### config.mk
export PLATFORM = sky130hd
export DESIGN_NAME = sprite_row_render
export DESIGN_NICKNAME = d
export VERILOG_FILES = /design/src/rtl/spr_pkg.sv /design/src/rtl/spr_row_dp.sv /design/src/rtl/spr_row_ctrl.sv /design/src/rtl/sprite_row_render.sv
export SDC_FILE = /design/constraint.sdc
export NUM_CORES = 1
export LEC_CHECK = 0
export CAP_MARGIN = 20
export CORE_ASPECT_RATIO = 0.75
export CORE_MARGIN = 2
export CORE_UTILIZATION = 44
export DETAILED_ROUTE_END_ITERATION = 6
export PLACE_DENSITY_LB_ADDON = 0.05
export SYNTH_ARGS = -nofsm -noshare
export SYNTH_HDL_FRONTEND = slang
export SYNTH_SLANG_ARGS = --single-unit
### constraint.sdc
create_clock -name clk -period 10.9 [get_ports clk]
set_input_delay 2.18 -clock clk [delete_from_list [all_inputs] [get_ports clk]]
set_output_delay 2.18 -clock clk [all_outputs]
set_load 0.03 [all_outputs]
### src/rtl/spr_pkg.sv
package spr_pkg;

  typedef enum logic [2:0] {
    ST_IDLE,
    ST_PIX,
    ST_REQ,
    ST_WAIT,
    ST_DONE
  } spr_state_t;

  typedef struct packed {
    logic load;     // capture descriptor
    logic reqAcc;   // read request accepted, advance address
    logic rspTake;  // append returned byte to accumulator
    logic emit;     // consume one pixel
  } spr_strobe_t;

  function automatic logic [4:0] modeBpp(input logic [2:0] mode);
    case (mode)
      3'd0:    return 5'd1;
      3'd1:    return 5'd4;
      3'd2:    return 5'd5;
      3'd3:    return 5'd6;
      3'd5:    return 5'd16;
      default: return 5'd8;
    endcase
  endfunction

endpackage

### src/rtl/spr_row_dp.sv
module spr_row_dp
  import spr_pkg::*;
#(
  parameter int LINE_W = 64,
  parameter int ADDR_W = 24,
  parameter int X_W    = 10,
  parameter int Y_W    = 10,
  parameter int SZ_W   = 6
) (
  input  logic                      clk,
  input  logic                      rstN,
  input  spr_strobe_t               stb,
  input  logic [ADDR_W-1:0]         sprBase,
  input  logic [X_W-1:0]            sprX,
  input  logic [Y_W-1:0]            sprY,
  input  logic [SZ_W-1:0]           sprWCode,
  input  logic [SZ_W-1:0]           sprHCode,
  input  logic [2:0]                sprMode,
  input  logic                      sprFlipH,
  input  logic                      sprFlipV,
  input  logic [Y_W-1:0]            lineNum,
  input  logic [7:0]                memRspData,
  input  logic [15:0]               palData,
  input  logic                      palBlend,
  output logic                      hit,
  output logic                      haveBits,
  output logic                      lastPix,
  output logic [ADDR_W-1:0]         memReqAddr,
  output logic [7:0]                palIdx,
  output logic                      lbWe,
  output logic [$clog2(LINE_W)-1:0] lbAddr,
  output logic [15:0]               lbData,
  output logic                      lbBlend
);

  localparam int LB_AW  = $clog2(LINE_W);
  localparam int DIM_W  = SZ_W + 4;
  localparam int STR_W  = SZ_W + 6;
  localparam int PROD_W = DIM_W + STR_W;
  localparam int CMP_W  = (Y_W + 1 > DIM_W) ? Y_W + 1 : DIM_W;
  localparam int POS_W  = ((X_W > DIM_W) ? X_W : DIM_W) + 1;

  // descriptor decode at load time
  logic [4:0]        bppIn;
  logic              directIn;
  logic [DIM_W-1:0]  wIn, hIn, rowIn;
  logic [Y_W:0]      diffIn;
  logic              hitIn;
  logic [STR_W-1:0]  strideIn;
  logic [PROD_W-1:0] prodIn;
  logic [ADDR_W-1:0] addrIn;

  assign bppIn    = modeBpp(sprMode);
  assign directIn = (bppIn == 5'd16);
  assign wIn      = (DIM_W'(sprWCode) + DIM_W'(1)) << 3;
  assign hIn      = (DIM_W'(sprHCode) + DIM_W'(1)) << 3;
  assign diffIn   = {1'b0, lineNum} - {1'b0, sprY};
  assign hitIn    = !diffIn[Y_W] && (CMP_W'(diffIn) < CMP_W'(hIn));
  assign rowIn    = sprFlipV ? (hIn - DIM_W'(1) - DIM_W'(diffIn)) : DIM_W'(diffIn);
  assign strideIn = (STR_W'(sprWCode) + STR_W'(1)) * STR_W'(bppIn);
  assign prodIn   = PROD_W'(rowIn) * PROD_W'(strideIn);
  assign addrIn   = sprBase + ADDR_W'(prodIn);

  // working state
  logic [ADDR_W-1:0] addrQ;
  logic [23:0]       accQ;
  logic [4:0]        availQ;
  logic [DIM_W-1:0]  colQ, widthQ;
  logic [X_W-1:0]    xQ;
  logic [4:0]        bppQ;
  logic              directQ, flipHQ, hitQ;

  always_ff @(posedge clk) begin
    if (!rstN) begin
      addrQ   <= '0;
      accQ    <= '0;
      availQ  <= '0;
      colQ    <= '0;
      widthQ  <= '0;
      xQ      <= '0;
      bppQ    <= 5'd1;
      directQ <= 1'b0;
      flipHQ  <= 1'b0;
      hitQ    <= 1'b0;
    end else if (stb.load) begin
      addrQ   <= addrIn;
      accQ    <= '0;
      availQ  <= '0;
      colQ    <= '0;
      widthQ  <= wIn;
      xQ      <= sprX;
      bppQ    <= bppIn;
      directQ <= directIn;
      flipHQ  <= sprFlipH;
      hitQ    <= hitIn;
    end else begin
      if (stb.reqAcc) addrQ <= addrQ + ADDR_W'(1);
      if (stb.rspTake) begin
        accQ   <= accQ | ({memRspData, 16'h0000} >> availQ);
        availQ <= availQ + 5'd8;
      end else if (stb.emit) begin
        accQ   <= accQ << bppQ;
        availQ <= availQ - bppQ;
        colQ   <= colQ + DIM_W'(1);
      end
    end
  end

  // pixel extraction and placement
  logic [15:0]      rawPix;
  logic [DIM_W-1:0] colOff;
  logic [POS_W-1:0] xPos;
  logic             inRange, clear;

  assign rawPix  = accQ[23:8] >> (5'd16 - bppQ);
  assign palIdx  = rawPix[7:0];
  assign clear   = !directQ && (palIdx == 8'd0);
  assign colOff  = flipHQ ? (widthQ - DIM_W'(1) - colQ) : colQ;
  assign xPos    = POS_W'(xQ) + POS_W'(colOff);
  assign inRange = xPos < POS_W'(LINE_W);

  assign hit        = hitQ;
  assign haveBits   = availQ >= bppQ;
  assign lastPix    = colQ == (widthQ - DIM_W'(1));
  assign memReqAddr = addrQ;
  assign lbWe       = stb.emit && inRange && !clear;
  assign lbAddr     = xPos[LB_AW-1:0];
  assign lbData     = directQ ? rawPix : palData;
  assign lbBlend    = directQ ? 1'b0 : palBlend;

  AST_NO_ZERO_INDEX: assert property (@(posedge clk) disable iff (!rstN)
    lbWe && !directQ |-> palIdx != 8'd0);
  AST_NO_WRITE_ON_MISS: assert property (@(posedge clk) disable iff (!rstN)
    lbWe |-> hitQ);
  AST_NO_UNDERFLOW: assert property (@(posedge clk) disable iff (!rstN)
    stb.emit |-> availQ >= bppQ);
  AST_ACC_BOUND: assert property (@(posedge clk) disable iff (!rstN)
    stb.rspTake |-> availQ <= 5'd15);

endmodule

### src/rtl/spr_row_ctrl.sv
module spr_row_ctrl
  import spr_pkg::*;
(
  input  logic        clk,
  input  logic        rstN,
  input  logic        startValid,
  input  logic        hit,
  input  logic        haveBits,
  input  logic        lastPix,
  input  logic        memReqReady,
  input  logic        memRspValid,
  output spr_strobe_t stb,
  output logic        startReady,
  output logic        memReqValid,
  output logic        done
);

  spr_state_t stateQ, stateD;

  always_comb begin
    stateD = stateQ;
    stb    = '0;
    case (stateQ)
      ST_IDLE: if (startValid) begin
        stb.load = 1'b1;
        stateD   = ST_PIX;
      end
      ST_PIX: begin
        if (!hit) stateD = ST_DONE;
        else if (haveBits) begin
          stb.emit = 1'b1;
          if (lastPix) stateD = ST_DONE;
        end else stateD = ST_REQ;
      end
      ST_REQ: if (memReqReady) begin
        stb.reqAcc = 1'b1;
        stateD     = ST_WAIT;
      end
      ST_WAIT: if (memRspValid) begin
        stb.rspTake = 1'b1;
        stateD      = ST_PIX;
      end
      ST_DONE: stateD = ST_IDLE;
      default: stateD = ST_IDLE;
    endcase
  end

  always_ff @(posedge clk) begin
    if (!rstN) stateQ <= ST_IDLE;
    else       stateQ <= stateD;
  end

  assign startReady  = stateQ == ST_IDLE;
  assign memReqValid = stateQ == ST_REQ;
  assign done        = stateQ == ST_DONE;

  AST_DONE_SINGLE: assert property (@(posedge clk) disable iff (!rstN)
    done |=> !done);
  AST_IDLE_AFTER_DONE: assert property (@(posedge clk) disable iff (!rstN)
    done |=> startReady);

endmodule

### src/rtl/sprite_row_render.sv
module sprite_row_render
  import spr_pkg::*;
#(
  parameter int LINE_W = 64,
  parameter int ADDR_W = 24,
  parameter int X_W    = 10,
  parameter int Y_W    = 10,
  parameter int SZ_W   = 6
) (
  input  logic                      clk,
  input  logic                      rstN,
  input  logic                      startValid,
  output logic                      startReady,
  input  logic [ADDR_W-1:0]         sprBase,
  input  logic [X_W-1:0]            sprX,
  input  logic [Y_W-1:0]            sprY,
  input  logic [SZ_W-1:0]           sprWCode,
  input  logic [SZ_W-1:0]           sprHCode,
  input  logic [2:0]                sprMode,
  input  logic                      sprFlipH,
  input  logic                      sprFlipV,
  input  logic [Y_W-1:0]            lineNum,
  output logic                      memReqValid,
  input  logic                      memReqReady,
  output logic [ADDR_W-1:0]         memReqAddr,
  input  logic                      memRspValid,
  input  logic [7:0]                memRspData,
  output logic [7:0]                palIdx,
  input  logic [15:0]               palData,
  input  logic                      palBlend,
  output logic                      lbWe,
  output logic [$clog2(LINE_W)-1:0] lbAddr,
  output logic [15:0]               lbData,
  output logic                      lbBlend,
  output logic                      done
);

  spr_strobe_t stb;
  logic hit, haveBits, lastPix;

  spr_row_ctrl uCtrl (
    .clk, .rstN, .startValid, .hit, .haveBits, .lastPix,
    .memReqReady, .memRspValid, .stb, .startReady, .memReqValid, .done
  );

  spr_row_dp #(
    .LINE_W(LINE_W), .ADDR_W(ADDR_W), .X_W(X_W), .Y_W(Y_W), .SZ_W(SZ_W)
  ) uDp (
    .clk, .rstN, .stb, .sprBase, .sprX, .sprY, .sprWCode, .sprHCode,
    .sprMode, .sprFlipH, .sprFlipV, .lineNum, .memRspData, .palData,
    .palBlend, .hit, .haveBits, .lastPix, .memReqAddr, .palIdx, .lbWe,
    .lbAddr, .lbData, .lbBlend
  );

  AST_REQ_HOLD: assert property (@(posedge clk) disable iff (!rstN)
    memReqValid && !memReqReady |=> memReqValid && $stable(memReqAddr));

endmodule

## Word-level counts from Yosys, hierarchy flattened

Cells that the tools add are included.

- Add/sub/neg operators: 15
- Reductions and logical operators: 15
- Bitwise gates (word level): 3
- $lt $le $gt $ge: 3
- Multiply operators: 2
- Equal/unequal tests: 14
- Mux-type cells: 27
- Shift-type cells: 3

Operator list:

| kind | number |
|---|---|
| 24-bit 2-to-1 mux | 4 |
| 5-bit one-hot mux with 5 select lines | 1 |
| 24-bit by 1-bit adder with 24-bit output (second input constant) | 1 |
| 24-bit by 22-bit adder with 24-bit output | 1 |
| 24-bit OR | 1 |
| 24-bit by 5-bit << shifter with 24-bit output | 1 |
| 24-bit by 5-bit right shift with 24-bit output | 1 |
| 10-bit by 12-bit multiplier with 22-bit output | 1 |
| 6-bit by 1-bit adder with 7-bit output (second input constant) | 3 |
| 10-bit 2-to-1 mux | 2 |
| 10-bit by 1-bit subtractor with 10-bit output (second input constant) | 2 |
| 10-bit subtractor | 2 |
| 3-bit 2-to-1 mux | 6 |
| 16-bit 2-to-1 mux | 1 |
| 16-bit by 5-bit right shift with 16-bit output | 1 |
| 3-bit by 2-bit equality test with 1-bit output (second input constant) | 4 |
| 12-bit by 5-bit multiplier with 12-bit output | 1 |
| 3-bit one-hot mux with 4 select lines | 1 |
| 10-bit by 10-bit adder with 11-bit output | 1 |
| 11-bit by 10-bit less-than comparator with 1-bit output | 1 |
| 11-bit by 7-bit less-than comparator with 1-bit output (second input constant) | 1 |
| 10-bit by 10-bit subtractor with 11-bit output | 1 |
| 10-bit by 1-bit adder with 10-bit output (second input constant) | 1 |
| 10-bit equality test | 1 |
| 21 further kinds | 42 |

- Word-level logic and storage cells: 93
- Register bits after elaboration: 91

## Logic depth before layout (Yosys ltp)

- Depth after elaboration: 7
- Depth in mapped cells: 35

## Cells and area by module

A second synthesis with hierarchy kept.

- Cell total of the unflattened synthesis: 1716
- Area total of the unflattened synthesis: 13968.4 µm²

By module, submodules not included:

| module | times used | seq. area each (µm²) | area an instance (µm²) | cells an instance |
|---|---|---|---|---|
| spr_row_dp | 1 | 1761.7 | 13753.2 | 1689 |
| spr_row_ctrl | 1 | 60.1 | 215.2 | 27 |

## Worst setup path before layout

OpenSTA, ideal clock, no wires.

- Kind: input port to flip-flop
- Start: in sprWCode[0]
- End: reg uDp.addrQ[18], in the netlist uDp.memReqAddr[18]
- Stages: 31
- Path slack: 0.434 ns
- Setup time: 0.120 ns
- Arrival time: 10.346 ns
- Buffers on the path: 1
- Cell sequence: ha_1 -> xnor2_1 -> or2_2 -> fa_1 -> fa_1 -> fa_1 -> inv_1 -> ha_1 -> a21o_1 -> a21oi_1 -> o21bai_1 -> a21oi_1 -> o21ai_1 -> xor2_1 -> nand2_1 -> fa_1 -> inv_1 -> fa_1 -> fa_1 -> fa_1 -> inv_1 -> fa_1 -> inv_1 -> ha_1 -> clkbuf_1 -> nand3_1 -> nor3b_1 -> o31a_1 -> a211oi_1 -> o2111a_1 -> a211o_1

- Cells in the longest elaborated chain, start to end: 5

Ends and longest elaborated chain:

| element | line | RTL |
|---|---|---|
| start: declaration | sprite_row_render.sv:17 | `input logic [SZ_W-1:0] sprWCode,` |
| 6-bit by 1-bit adder with 7-bit output | spr_row_dp.sv:60 | `assign strideIn = (STR_W'(sprWCode) + STR_W'(1)) * STR_W'(bppIn);` |
| 12-bit by 5-bit multiplier with 12-bit output | spr_row_dp.sv:60 |  |
| 10-bit by 12-bit multiplier with 22-bit output | spr_row_dp.sv:61 | `assign prodIn = PROD_W'(rowIn) * PROD_W'(strideIn);` |
| 24-bit by 22-bit adder with 24-bit output | spr_row_dp.sv:62 | `assign addrIn = sprBase + ADDR_W'(prodIn);` |
| 24-bit 2-to-1 mux | spr_row_dp.sv:85 | `end else if (stb.load) begin` |
| end signal: assignment | spr_row_dp.sv:86 | `addrQ <= addrIn;` |
| end signal: assignment | spr_row_dp.sv:97 | `if (stb.reqAcc) addrQ <= addrQ + ADDR_W'(1);` |
| end: declaration | spr_row_dp.sv:65 | `logic [ADDR_W-1:0] addrQ;` |

No other way between the ends.
A chain may end at the register's enable or synchronous reset.

## Final worst setup path

- Start: in sprWCode[0]
- End: reg uDp.addrQ[22], in the netlist uDp.memReqAddr[22]

The elaborated chain is that of the path after synthesis.

==> metrics.csv <==
stage,metric,value,unit
cells_and_area,area_growth,19.3,%
logic_synthesis,avgSynthCellArea,8.12,um^2
pwr,p_total,5590,uW
floorplanning,initial_core_util,0.444,
min_path,min_from,uDp.xQ[2]$_SDFFE_PN0P_,
sta,hold_viol,0,
logic_synthesis,syn_area,14300,um^2
logic_synthesis,ys_warn_count,0,
global_routing,grt_max_degree,47,
floorplanning,fp.dieH,160,um
setup_path,critPathLaunch,sprWCode[0],
logic_synthesis,async_flop_share,0,
clock_network,cts_tree,done,
logic_synthesis,ys_types,81,
global_routing,grt_overflow,0,
global_routing,grt_pass1_vias,12920,
global_routing,antenna_found_initial,1,
clock_network,postCtsSetupRepairBufs,0,
cells_and_area,multi_input_area,11400,um^2
sta,slew_violations,0,
logic_synthesis,synth_edf_count,0,
sta,fmaxAchievable,94.8,MHz
min_path,hold_class,reg -> reg,
sta,worstMarginPinSlew,945,ps
logic_synthesis,synth-seq-area-share,0.127,
routing,ant_nets,0,
floorplanning,io_pins,160,
routing,vias,13213,
sta,fin_skew,7.67,ps
setup_path,end_kind,flip-flop,
pwr,p_leak,0.00769,uW
logic_synthesis,yosysTopAreaCell,fa_1,
placed_design,port_buffers,159,
logic_synthesis,synth_top_area_share,0.166,
setup_path,crit_path_max_fanout,3,
routing,totalWireLength,43.7,mm
placed_design,hpwlAfterDp,35.3,mm
setup_path,r2r-start,uDp.bppQ[3]$_SDFFE_PN0P_,
routing,drt_pass1_iterations,5,
run,maxCapViolations,0,
clock_network,cts_htree_levels,3,
sta,post-route-period-util,0.968,
logic_synthesis,synthFlopType,dfxtp_1,
clock_network,cts_sinks,91,
routing,vias_per_cell,5.54,
floorplanning,fp-row-count,57,
cells_and_area,layout_commonest_cell,inv_1,
run_status,status,finished clean,
setup_path,path_common_cell,fa_1,
placed_design,place.gp.congestion,0.908,
routing,wl_per_cell,18.4,um
cells_and_area,final-seq-area,1820,um^2
cells_and_area,nNetsFinal,2286,
clock_network,clk_latency,370,ps
sta,finalSetupViolations,0,
logic_synthesis,yosys-top-cells-area,"fa_1 (17%), dfxtp_1 (13%), ha_1 (11%), inv_1 (5.7%), nand2_1 (5.4%)",
sta,rsz0062_at_grt,yes,
setup_path,slowest_stage,fa_1,
cells_and_area,fill_cells,3142,
routing,route.detailed.drc,0,
sta,finalWorstSetupSlack,346,ps
clock_network,cts_buffers,9,
sta,fin_crit,10550,ps
logic_synthesis,synthCells,1763,
logic_synthesis,synth_nets,2112,
cells_and_area,mostFrequentLayoutCells,"inv_1 (219), nand2_1 (207), clkdlybuf4s50_1 (159)",
cells_and_area,diodes,0,
pwr,power_density,328,nW/um^2
cells_and_area,drive_gt1_frac,0.0943,
setup_path,cp.required,11170,ps
sta,max_slew_margin,0.366,
clock_network,path_clk_slew,60,ps
placed_design,place_ws,-192,ps
floorplanning,die_area,34000,um^2
floorplanning,dieWidth,212,um
logic_synthesis,ys_ff_latch,91,
clock_network,clk_path_buf_depth,2,
clock_network,cts_root_buf,clkbuf_16,
pwr,ir_worst_vdd,0.629,mV
setup_path,path_class,in -> reg,
floorplanning,core,32200,um^2
setup_path,worst_setup_path_start_kind,input port,
routing,drt_iter0_drc,1031,
setup_path,arrival,10830,ps
setup_path,cp_slowest_stage_delay,550,ps
global_routing,grtUsageTotal,0.265,
global_routing,grt_pass1_wl,70.9,mm
## critical path, delay by kind of cell
| family | cells | cell delay [ps] |
|---|---|---|
| buf+inv | 7 | 1010 |
| fa+ha+maj | 11 | 4980 |
| simple gates | 2 | 400 |
| xor+xnor | 2 | 310 |
| compound gates | 10 | 1920 |
## cell families after synthesis
logic type / after synthesis / synth area share
AO/OA/AOI/OAI: 349 / 0.157
XOR/XNOR: 95 / 0.0592
adder cells (fa/ha/maj): 248 / 0.279
buffers and inverters: 301 / 0.0877
flip-flops: 91 / 0.127
multiplexers: 85 / 0.0928
AND/OR/NAND/NOR: 594 / 0.196
## where the power goes
group	switching, uW	leakage, uW	internal, uW
Clock	136	0.000135	172
Combinational	2650	0.00681	2210
Sequential	52.7	0.000741	371
Total	2840	0.00769	2760
## synthesized netlist by cell type (5+ instances only)
cell,n
o22ai_1,24
and2_1,36
a22oi_1,7
xor2_1,30
nor2_1,153
dfxtp_1,91
nand3b_1,5
o21bai_1,14
xnor2_1,63
or3_1,11
mux4_1,11
o31ai_1,7
o21a_1,12
ha_1,129
o211ai_1,8
nor3_1,36
mux2i_1,33
nand2b_1,18
or2_2,12
nor4_1,10
a211oi_1,33
a21oi_1,102
nand3_1,37
clkbuf_1,47
inv_1,219
a21o_1,29
nand2_1,207
fa_1,119
and3_1,13
mux2_2,19
buf_2,15
o21ai_0,55
mux4_2,21
buf_6,6
nand4_1,16
nor2b_1,18
a31oi_1,10
## sequential cells by signal, summed over array words and instances (netlist names)
| signal | cells |
|---|---|
| uDp.colQ | 10 |
| uDp.widthQ | 7 |
| uCtrl.stateQ | 3 |
| uDp.directQ | 1 |
| uDp.xQ | 10 |
| uDp.flipHQ | 1 |
| uDp.bppQ | 5 |
| uDp.accQ | 24 |
| uDp.hit | 1 |
| uDp.memReqAddr | 24 |
| uDp.availQ | 5 |
## path summary, 6_finish.rpt
check | cells past startpoint | to | slack [ps]
hold / removal | 2 | uDp.xQ[2]$_SDFFE_PN0P_ | 460
setup reg to reg | 8 | uDp.accQ[22]$_SDFFE_PP0P_ | 7170
hold reg to reg | 2 | uDp.xQ[2]$_SDFFE_PN0P_ | 460
setup / recovery | 32 | uDp.memReqAddr[22]$_SDFFE_PN0P_ | 350
## through the flow
| step | util | setup TNS (ps) | area (um^2) | hold slack [ps] | std cells |
|---|---|---|---|---|---|
| after floorplan | - | 0 | 14300 | 426 | 1763 |
| after global placement | 0.517 | -218 | 16700 | 453 | 2365 |
| after detailed placement | 0.518 | -1160 | 16700 | 451 | 2368 |
| after CTS | 0.527 | 0 | 17000 | 461 | 2383 |
| after global routing | 0.530 | -60.3 | 17100 | 478 | 2383 |
| final | 0.530 | 0 | 17100 | 463 | 2383 |
## repair_timing
| action | 4_1_cts | 5_1_grt |
|---|---|---|
| hold buffers | 0 | 0 |
| setup endpoints to repair | 0 | 13 |
| hold endpoints to repair | 0 | 0 |
| gates resized for setup | 0 | 20 |
## final cells by class
type / instances / area share
multi-input combinational: 1371 / 0.665
timing repair buffer: 241 / 0.130
sequential: 91 / 0.107
inverter: 223 / 0.0491
tap: 442 / 0.0324
clock buffer: 14 / 0.0160
clock inverter: 1 / 0.000440
## per-layer routing
layer	up-vias	global-route usage	part of all wire
met3	37	0.0490	0.075
met2	439	0.374	0.41
li1	6368	-	-
met5	-	0	0
met4	0	0.0416	0.012
met1	6369	0.420	0.50
Note: power is estimated with default switching activity, not from simulation.
